==> src/rtl/intr_coal_pkg.sv <==
`timescale 1ns/1ps
package intr_coal_pkg;

  localparam logic [31:0] EVT_IMPL_MASK = 32'hBA00_0083;
  localparam int unsigned HIPRIO_BIT    = 31;
  localparam int unsigned PERIODIC_BIT  = 28;
  localparam logic [7:0]  TIMEOUT_RST   = 8'h40;

  typedef enum logic [1:0] {
    CO_IDLE,
    CO_ARMED,
    CO_FIRED
  } coalState_e;

  // datapath -> control
  typedef struct packed {
    logic       pendingAny;
    logic       hiPrioHit;
    logic       perRestart;
    logic [7:0] timeout;
    logic [7:0] perVal;
  } dpInfo_t;

  // control -> datapath
  typedef struct packed {
    logic setPeriodic;
  } ctlStrobe_t;

endpackage

==> src/rtl/intr_tick_gen.sv <==
`timescale 1ns/1ps
module intr_tick_gen #(
  parameter int unsigned DIV = 1600
) (
  input  logic clk,
  input  logic rstN,
  input  logic restart,
  output logic tick
);
  localparam int unsigned CW = (DIV > 1) ? $clog2(DIV) : 1;
  localparam logic [CW-1:0] LAST = CW'(DIV - 1);

  logic [CW-1:0] cnt;

  always_ff @(posedge clk or negedge rstN) begin
    if (!rstN)                       cnt <= '0;
    else if (restart || cnt == LAST) cnt <= '0;
    else                             cnt <= cnt + CW'(1);
  end

  assign tick = (cnt == LAST);

  AST_TICK_BOUND: assert property (@(posedge clk) disable iff (!rstN)
    cnt <= LAST);

endmodule

==> src/rtl/intr_coal_regs.sv <==
`timescale 1ns/1ps
module intr_coal_regs
  import intr_coal_pkg::*;
#(
  parameter int unsigned ADDR_W = 4
) (
  input  logic              clk,
  input  logic              rstN,
  input  logic              busWe,
  input  logic [ADDR_W-1:0] busAddr,
  input  logic [3:0]        busBe,
  input  logic [31:0]       busWdata,
  output logic [31:0]       busRdata,
  input  logic [31:0]       evtPulse,
  input  logic              hiPrioEvt,
  input  ctlStrobe_t        ctl,
  output dpInfo_t           info
);
  localparam logic [ADDR_W-1:0] A_COAL = ADDR_W'(0);
  localparam logic [ADDR_W-1:0] A_STAT = ADDR_W'(4);
  localparam logic [ADDR_W-1:0] A_MASK = ADDR_W'(8);

  logic [31:0] statusQ, maskQ;
  logic [7:0]  timeoutQ, perQ;
  logic [31:0] beMask, setVec, clrVec;
  logic        wrCoal, wrStat, wrMask;

  for (genvar g = 0; g < 4; g++) begin : gLane
    assign beMask[8*g +: 8] = {8{busBe[g]}};
  end

  assign wrCoal = busWe && (busAddr == A_COAL);
  assign wrStat = busWe && (busAddr == A_STAT);
  assign wrMask = busWe && (busAddr == A_MASK);

  always_comb begin
    setVec = evtPulse;
    setVec[PERIODIC_BIT] = setVec[PERIODIC_BIT] | ctl.setPeriodic;
    setVec[HIPRIO_BIT]   = setVec[HIPRIO_BIT] | hiPrioEvt;
    setVec = setVec & EVT_IMPL_MASK;
  end

  assign clrVec = wrStat ? (busWdata & beMask) : '0;

  always_ff @(posedge clk or negedge rstN) begin
    if (!rstN) begin
      statusQ  <= '0;
      maskQ    <= '0;
      timeoutQ <= TIMEOUT_RST;
      perQ     <= '0;
    end else begin
      statusQ <= (statusQ & ~clrVec) | setVec;
      if (wrMask) maskQ <= (maskQ & ~beMask) | (busWdata & beMask);
      if (wrCoal && busBe[0]) timeoutQ <= busWdata[7:0];
      if (wrCoal && busBe[1]) perQ     <= busWdata[15:8];
    end
  end

  always_comb begin
    case (busAddr)
      A_COAL:  busRdata = {16'h0, perQ, timeoutQ};
      A_STAT:  busRdata = statusQ;
      A_MASK:  busRdata = maskQ;
      default: busRdata = '0;
    endcase
  end

  assign info.pendingAny = |(statusQ & maskQ);
  assign info.hiPrioHit  = hiPrioEvt & maskQ[HIPRIO_BIT];
  assign info.perRestart = wrCoal & busBe[1];
  assign info.timeout    = timeoutQ;
  assign info.perVal     = perQ;

  AST_UNIMPL_ZERO: assert property (@(posedge clk) disable iff (!rstN)
    (statusQ & ~EVT_IMPL_MASK) == 32'h0);

  AST_W1C_CLEARS: assert property (@(posedge clk) disable iff (!rstN)
    (wrStat && busBe[0] && busWdata[0] && !evtPulse[0]) |=> !statusQ[0]);

  AST_W0_KEEPS: assert property (@(posedge clk) disable iff (!rstN)
    (wrStat && busBe[0] && !busWdata[0] && statusQ[0]) |=> statusQ[0]);

  AST_PERIODIC_SRC: assert property (@(posedge clk) disable iff (!rstN)
    $rose(statusQ[PERIODIC_BIT]) |-> ($past(perQ) != 8'h0 || $past(evtPulse[PERIODIC_BIT])));

  AST_TIMEOUT_LANE: assert property (@(posedge clk) disable iff (!rstN)
    (wrCoal && !busBe[0]) |=> $stable(timeoutQ));

endmodule

==> src/rtl/intr_coal_ctrl.sv <==
`timescale 1ns/1ps
module intr_coal_ctrl
  import intr_coal_pkg::*;
#(
  parameter int unsigned TICK_DIV = 1600
) (
  input  logic       clk,
  input  logic       rstN,
  input  dpInfo_t    info,
  output ctlStrobe_t ctl,
  output logic       irqOut
);
  coalState_e state;
  logic [7:0] tmrCnt, perCnt;
  logic       coalTick, perTick, coalRestart, setPer;

  assign coalRestart = (state == CO_IDLE);

  intr_tick_gen #(.DIV(TICK_DIV)) uCoalTick (
    .clk(clk), .rstN(rstN), .restart(coalRestart), .tick(coalTick)
  );

  intr_tick_gen #(.DIV(TICK_DIV)) uPerTick (
    .clk(clk), .rstN(rstN), .restart(info.perRestart), .tick(perTick)
  );

  // coalescing timer
  always_ff @(posedge clk or negedge rstN) begin
    if (!rstN) begin
      state  <= CO_IDLE;
      tmrCnt <= '0;
    end else begin
      case (state)
        CO_IDLE: begin
          if (info.hiPrioHit) state <= CO_FIRED;
          else if (info.pendingAny) begin
            if (info.timeout == 8'h0) state <= CO_FIRED;
            else begin
              state  <= CO_ARMED;
              tmrCnt <= info.timeout;
            end
          end
        end
        CO_ARMED: begin
          if (info.hiPrioHit)       state <= CO_FIRED;
          else if (!info.pendingAny) state <= CO_IDLE;
          else if (coalTick) begin
            if (tmrCnt == 8'h1) state <= CO_FIRED;
            else                tmrCnt <= tmrCnt - 8'h1;
          end
        end
        CO_FIRED: begin
          if (!info.pendingAny && !info.hiPrioHit) state <= CO_IDLE;
        end
        default: state <= CO_IDLE;
      endcase
    end
  end

  // periodic event
  assign setPer = perTick && (info.perVal != 8'h0) && (perCnt == info.perVal - 8'h1);

  always_ff @(posedge clk or negedge rstN) begin
    if (!rstN)                 perCnt <= '0;
    else if (info.perRestart)  perCnt <= '0;
    else if (perTick) begin
      if (setPer) perCnt <= '0;
      else        perCnt <= perCnt + 8'h1;
    end
  end

  assign ctl.setPeriodic = setPer;
  assign irqOut = (state == CO_FIRED) && info.pendingAny;

  AST_ARMED_NONZERO: assert property (@(posedge clk) disable iff (!rstN)
    (state == CO_ARMED) |-> (tmrCnt != 8'h0));

  AST_ZERO_TIMEOUT_FIRES: assert property (@(posedge clk) disable iff (!rstN)
    (state == CO_IDLE && info.pendingAny && info.timeout == 8'h0) |=> (state == CO_FIRED));

  AST_HIPRIO_FIRES: assert property (@(posedge clk) disable iff (!rstN)
    info.hiPrioHit |=> (state == CO_FIRED));

  AST_IRQ_NEEDS_PENDING: assert property (@(posedge clk) disable iff (!rstN)
    !info.pendingAny |-> !irqOut);

  AST_FIRED_RELEASES: assert property (@(posedge clk) disable iff (!rstN)
    (state == CO_FIRED && !info.pendingAny && !info.hiPrioHit) |=> (state == CO_IDLE));

endmodule

==> src/rtl/intr_coalescer.sv <==
`timescale 1ns/1ps
module intr_coalescer
  import intr_coal_pkg::*;
#(
  parameter int unsigned CLK_HZ = 50_000_000,
  parameter int unsigned TICK_US = 32,
  parameter int unsigned ADDR_W = 4
) (
  input  logic              clk,
  input  logic              rstN,
  input  logic              busWe,
  input  logic [ADDR_W-1:0] busAddr,
  input  logic [3:0]        busBe,
  input  logic [31:0]       busWdata,
  output logic [31:0]       busRdata,
  input  logic [31:0]       evtPulse,
  input  logic              hiPrioEvt,
  output logic              irqOut
);
  localparam int unsigned TICK_DIV = (CLK_HZ / 1_000_000) * TICK_US;

  dpInfo_t    info;
  ctlStrobe_t ctl;

  intr_coal_regs #(.ADDR_W(ADDR_W)) uRegs (
    .clk(clk), .rstN(rstN), .busWe(busWe), .busAddr(busAddr), .busBe(busBe),
    .busWdata(busWdata), .busRdata(busRdata), .evtPulse(evtPulse),
    .hiPrioEvt(hiPrioEvt), .ctl(ctl), .info(info)
  );

  intr_coal_ctrl #(.TICK_DIV(TICK_DIV)) uCtrl (
    .clk(clk), .rstN(rstN), .info(info), .ctl(ctl), .irqOut(irqOut)
  );

endmodule

==> config.mk <==
export PLATFORM = sky130hd
export DESIGN_NAME = intr_coalescer
export DESIGN_NICKNAME = d
export VERILOG_FILES = /design/src/rtl/intr_coal_pkg.sv /design/src/rtl/intr_tick_gen.sv /design/src/rtl/intr_coal_regs.sv /design/src/rtl/intr_coal_ctrl.sv /design/src/rtl/intr_coalescer.sv
export SDC_FILE = /design/constraint.sdc
export NUM_CORES = 1
export LEC_CHECK = 0
export BUFFER_PORTS_ARGS = -buffer_cell sky130_fd_sc_hd__buf_2
export CORE_ASPECT_RATIO = 0.8
export CORE_MARGIN = 5
export CORE_UTILIZATION = 30
export DETAILED_ROUTE_END_ITERATION = 10
export GPL_TIMING_DRIVEN = 0
export PLACE_DENSITY = 0.46
export REMOVE_ABC_BUFFERS = 1
export SYNTH_ARGS = -nofsm -noshare
export SYNTH_HDL_FRONTEND = slang
export SYNTH_SLANG_ARGS = --single-unit
==> constraint.sdc <==
create_clock -name clk -period 3.52 [get_ports clk]
set_input_delay 0 -clock clk [delete_from_list [all_inputs] [get_ports clk]]
set_output_delay 0 -clock clk [all_outputs]
set_load 0.01 [all_outputs]
# Word level (Yosys, flattened, before mapping)
# Index checks and enable logic that the tools add are counted.
[word_totals]
regBits = 120
inputBits = 76
out_inout_bits = 33
word_cells = 91
[op_classes]
add_sub_neg = 5
eq_ne = 19
mux = 24
n_bitwise = 12
n_reduce_logical = 22
[op_table]
columns = ["op", "count"]
rows = [
  ["AND 32 bit", 4],
  ["one-hot mux 32 bit (3 select lines)", 1],
  ["two-way mux 8 bit", 10],
  ["inverter 32 bit", 2],
  ["bitwise OR 32 bit", 2],
  ["two-way mux 32 bit", 1],
  ["OR reduction 32 bit", 1],
  ["adder 11 x 1 -> 11 bit, second input constant", 2],
  ["equality test 11 bit, second input constant", 2],
  ["two-way mux 11 bit", 2],
  ["two-way mux 2 bit", 8],
  ["one-hot mux 8 bit (2 select lines)", 1],
  ["subtractor 8 x 1 -> 8 bit, second input constant", 2],
  ["logical AND 1 bit", 9],
  ["adder 8 x 1 -> 8 bit, second input constant", 1],
  ["equality test 8 x 1 -> 1 bit, second input constant", 1],
  ["equality test 8 bit", 1],
  ["logical NOT 8 bit", 1],
  ["!= test 2 x 1 -> 1 bit, second input constant", 4],
  ["!= test 2 bit, second input constant", 4],
  ["!= test 4 bit, second input constant", 2],
  ["AND reduction 8 bit", 1],
  ["nonzero test 8 bit", 1],
  ["one-hot mux 2 bit (3 select lines)", 1],
  ["other kinds (13)", 18],
]

# Depth between registers and ports, before layout
[logic_depth]
ltp_word = 6
depth_mapped = 8

# Cells and area by module
# From an unflattened synthesis, not the netlist that was laid out.
[unflattened]
hier_cells = 585
hier_area_um2 = 6251.0
[by_module_without_submodules]
columns = ["mod", "n_inst", "cells_per_inst", "area_per_inst_um2"]
rows = [
  ["intr_coal_regs", 1, 270, 3579.7],
  ["intr_coal_ctrl", 1, 197, 1472.7],
  ["intr_tick_gen", 2, 59, 599.3],
]

# Least setup slack after synthesis
# Ideal clock, no wire load.
[synth_path]
path_kind = "flip-flop to flip-flop"
start = "reg uCtrl.tmrCnt[4]"
end = "reg uCtrl.tmrCnt[7]"
arrival_ns = 2.001
required_time_ns = 3.377
path_slack_ns = 1.375
path_stages_with_launch = 7
n_path_buf = 1
synth_period_minus_slack_ns = 2.145
path_cell_list = "dfrtp_1 -> or4_4 -> or4b_1 -> a32o_1 -> buf_6 -> a31oi_1 -> a31oi_1"
[synth_via]
elab_chain_len = 6
elab_cells_between_ends = 9
[synth_lines]
columns = ["element", "line_no", "source"]
rows = [
  ["from (decl)", "intr_coal_ctrl.sv:14", "logic [7:0] tmrCnt, perCnt;"],
  ["from (signal assigned)", "intr_coal_ctrl.sv:40", "tmrCnt <= info.timeout;"],
  ["from (signal assigned)", "intr_coal_ctrl.sv:49", "else tmrCnt <= tmrCnt - 8'h1;"],
  ["subtractor 8 x 1 -> 8 bit", "intr_coal_ctrl.sv:49", ""],
  ["two-way mux 8 bit", "intr_coal_ctrl.sv:48", "if (tmrCnt == 8'h1) state <= CO_FIRED;"],
  ["two-way mux 8 bit", "intr_coal_ctrl.sv:47", "else if (coalTick) begin"],
  ["two-way mux 8 bit", "intr_coal_ctrl.sv:46", "else if (!info.pendingAny) state <= CO_IDLE;"],
  ["two-way mux 8 bit", "intr_coal_ctrl.sv:45", "if (info.hiPrioHit) state <= CO_FIRED;"],
  ["one-hot mux 8 bit (2 select lines)", "intr_coal_ctrl.sv:33", "case (state)"],
]
# Several ways; a longest one is shown, not always the timed one. The select of a mux whose other input is x is not followed.
# A chain may end at the register's enable or synchronous reset.

# Worst setup path after layout
[layout_path]
start = "reg uCtrl.uPerTick.cnt[0]"
end = "reg uRegs.statusQ[28]"
[layout_via]
elab_chain_len = 5
[layout_lines]
columns = ["element", "line_no", "source"]
rows = [
  ["from (decl)", "intr_tick_gen.sv:13", "logic [CW-1:0] cnt;"],
  ["from (signal assigned)", "intr_tick_gen.sv:18", "else cnt <= cnt + CW'(1);"],
  ["equality test 11 bit", "intr_tick_gen.sv:21", "assign tick = (cnt == LAST);"],
  ["logical AND 1 bit (2 in a row)", "intr_coal_ctrl.sv:61", "assign setPer = perTick && (info.perVal != 8'h0) && (perCnt == info.perVal - 8'h1);"],
  ["bitwise OR 1 bit", "intr_coal_regs.sv:38", "setVec[PERIODIC_BIT] = setVec[PERIODIC_BIT] | ctl.setPeriodic;"],
  ["bitwise OR 32 bit", "intr_coal_regs.sv:52", "statusQ <= (statusQ & ~clrVec) | setVec;"],
  ["to (signal assigned)", "intr_coal_regs.sv:52", ""],
  ["to (decl)", "intr_coal_regs.sv:23", "logic [31:0] statusQ, maskQ;"],
]
# Every way passes these cells.

==> results by stage <==
Timing:
- The tightest hold margin is 20.8 ps.
- The portion of the clock cycle consumed by the worst path in the final layout is 89.4%.
- The tightest slew margin relative to the limit is 40.7%.
- Setup total negative slack on the finished layout was measured at 0 ps.
- The count of final max-slew check failures is 0.
- The post-route clock skew is 6.41 ps.
- The final number of hold-violating endpoints is 0.
- The slew at the pin closest to its max-slew limit is 886 ps.
- The total of endpoints with negative setup slack in the final report is 0.
- The post-layout minimum cycle time is 3150 ps.
- The maximum operating frequency is 318 MHz.
- Setup repair after global routing left no endpoint under its margin.

Power and ir drop:
- Summed over all cells, the static leakage comes to 3.49 nW.
- VDD sags by at most 328 uV.
- In this run the power density over the cells is 571 mW/mm^2.

Clock tree:
- The clock tree from TritonCTS is built.
- TritonCTS created 17 clock buffers.
- The number of levels in the clock H-tree is 4.
- The TritonCTS sink count is 120.
- No sink is reached through more buffers than the 2 on the longest clock path.
- The clock insertion delay at the later pin of the skew report is 410 ps.
- CTS placed an instance of sky130_fd_sc_hd__clkbuf_16 at the clock tree root.
- In this run, post-CTS repair resized a total of 0 instances.
- Once the clock tree was built, the setup fixing pass inserted 0 buffers.
- The clock-pin transition on the worst setup and hold timing paths is 60 ps.

Synthesis:
- Ranked by total cell area, the synthesized netlist is headed by sky130_fd_sc_hd__dfrtp_1, sky130_fd_sc_hd__mux2_2, sky130_fd_sc_hd__xnor2_1.
- Of the synthesized area, sequential elements account for 50.5%.
- In this run the cell area of the synthesized design comes to 0.00595 sq mm.
- The share of synthesized flip-flops with an asynchronous set or reset is 100%.
- The cell count after synthesis came out at 547.
- The synthesized area divided by synthesized cell count is 10.9 sq um.
- Among all flip-flop cells after synthesis, the most frequent one is sky130_fd_sc_hd__dfrtp_1.
- Counting flops and latches in the post-synthesis netlist gives 120.
- The biggest area contributor in the post-synthesis netlist is sky130_fd_sc_hd__dfrtp_1.
- The synthesized design contains 0 enable-type register cells.
- The synthesized design devotes to its leading area cell type 50.1% of total area.
- The synthesized netlist contains 58 unique library cells.
- The count of synthesis-stage warnings from yosys is 0.

Finish:
- The final cell count without fillers is 953.
- The number of inserted diodes is 0.
- In the final layout, the share of cells above drive strength 1 is 24.8%.
- The post-route standard cell area excluding fillers is 0.00772 sq mm.
- In the final design database the tool counted 759 nets.
- The layout overhead on the synthesized area is 29.8%.

Setup path:
- The peak fanout along the critical path is 9.
- The kind of critical path is reg -> reg.
- Data arrives at the worst endpoint at 3500 ps.
- The kind of start point of the critical path is a register.
- At the worst endpoint, the required time is 3870 ps.
- The kind of capture point of the worst setup path is a register.

Placed design:
- At the end of routability-driven placement, the weighted congestion stood at 0.802.
- The number of port buffers is 84.
- Summed over all nets, the half-perimeter wirelength after detailed placement is 12.3 mm.
- The cell count after placement is 872.
- The area of placed instances is 0.00671 sq mm.

Drt:
- The routed design has 17.2 mm of wire.
- The number of iterations in the first detailed-routing pass is 5.
- The number of vias after detailed routing is 4934.
- After detailed routing, the number of vias per cell comes to 5.18.
- The final antenna-violating net count is 0.
- The per-cell routed wire length is 18.1 microns.
- After detailed routing, the number of remaining DRC violations is 0.
- The first-iteration detailed-routing DRC count is 348.

GRT:
- The global routing usage summed across all routing layers is 15.6%.
- The initial antenna violation count was 2.
- The maximum number of pins on one net before global-route repair is 92.
- The via count of the first global-routing pass was 5088.
- The first global-routing pass estimated 28.0 mm of wire.
- The overall overflow remaining after global route is 0.

Floorplan:
- The I/O pin total is 109.
- The floorplan core area is 0.0197 sq mm.
- The vertical extent of the die is 136 microns.
- The floorplan step set the die width to 167 microns.
- The initial cell density of the core is 30.2%.
- The row count is 46.
- The die covers 0.0228 sq mm.

Status:
- The flow ran to the end, and the final reports show no timing, DRC or antenna violations.

Job:
- The max-capacitance violation count is 0.

Min path:
- The path class of the lowest-slack min-delay path is in -> async.
Yosys cell counts (all sizes together), types with 7 or more instances:
master	number
mux2	40
a21oi	8
clkbuf	28
nand3	15
xor2	10
and3	15
a31oi	7
o21ai	7
nand4	7
dfrtp	119
inv	23
nand2	50
nor4	8
ha	7
a222oi	16
a21boi	25
a22oi	18
nor3	9
nor2	33
a22o	16
xnor2	22
repair_timing:
action,4_1_cts,5_1_grt
endpoints found under the hold margin,199,0
setup endpoints to repair,0,0
hold buffers,49,0
power breakdown:
part | internal [mW] | total [mW] | switching, mW
registers | 1.61 | 1.88 | 0.269
logic | 0.468 | 0.991 | 0.523
clock network | 0.926 | 1.53 | 0.608
critical path, cell delays in order, from the launching register on:
cell and delay [ps]:
sky130_fd_sc_hd__dfrtp_1 380, sky130_fd_sc_hd__ha_1 200, sky130_fd_sc_hd__nand3_1 190, sky130_fd_sc_hd__nor4_2 650, sky130_fd_sc_hd__nand3_1 180, sky130_fd_sc_hd__a311oi_2 680
sky130_fd_sc_hd__a221o_1 250, sky130_fd_sc_hd__dlygate4sd3_1 540
kinds of logic (layout without fill, tap and decap cells):
kind of cell | count (synthesis) | in the layout | share of synthesized area, %
AND/OR/NAND/NOR | 163 | 163 | 14.6
multiplexers | 41 | 41 | 7.74
AO/OA/AOI/OAI | 132 | 132 | 17.5
flip-flops | 120 | 120 | 50.5
adder cells (fa/ha/maj) | 7 | 7 | 1.47
buffers and inverters | 52 | 194 | 3.43
XOR/XNOR | 32 | 32 | 4.71
final cells by class:
| type | count | area, sq um |
|---|---|---|
| Tap cell | 264 | 330 |
| Fill cell | 1950 | 12000 |
| Clock buffer | 23 | 468 |
| Clock inverter | 9 | 51.3 |
| Sequential cell | 120 | 3000 |
| Multi-Input combinational cell | 375 | 2770 |
| Inverter | 23 | 86.3 |
| Timing Repair Buffer | 139 | 1010 |
final timing paths:
kind,startpoint,to,slack (ps),cells after the start
worst min-delay path,rstN,uCtrl.perCnt[5],20,2
worst max register to register,uCtrl.uPerTick.cnt[0],uRegs.statusQ[28],370,7
min in group clk,hiPrioEvt,uCtrl.state[1],90,3
worst max-delay path,uCtrl.uPerTick.cnt[0],uRegs.statusQ[28],370,7
worst min register to register,uCtrl.uPerTick.cnt[0],uCtrl.uPerTick.cnt[0],490,1
max in group asynchronous,rstN,uRegs.timeoutQ[6],2740,3
cells in the final DEF, fill, tap and decap left out, drive strengths merged, types with 16 or more instances in the layout:
cell         netlist  routed
a22oi             18      18
xnor2             22      22
a222oi            16      16
dlygate4sd3        0      49
dfrtp            119     119
a22o              16      16
a21boi            25      25
buf                1      90
clkbuf            28      23
mux2              40      40
nand2             50      50
inv               23      23
nor2              33      33
per-layer routing:
layer  vias up  global-route usage, %  wire, microns
li1       2287                      -              -
met1      2469                   21.4           8240
met2       144                   23.3           7580
met3        30                   4.83           1060
met4         4                   5.59            340
met5         -                      0             19
through the flow:
stage               util (%)  worst slack (ps)  total power [mW]
finish                  39.2               375              4.41
detailed placement      34.1               921              2.86
global route            39.2               163              4.67
global placement        33.4             -1120              2.81
floorplan                  -              1030              2.52
CTS                     39.2               410              4.45
(Power assumes the default switching activity.)
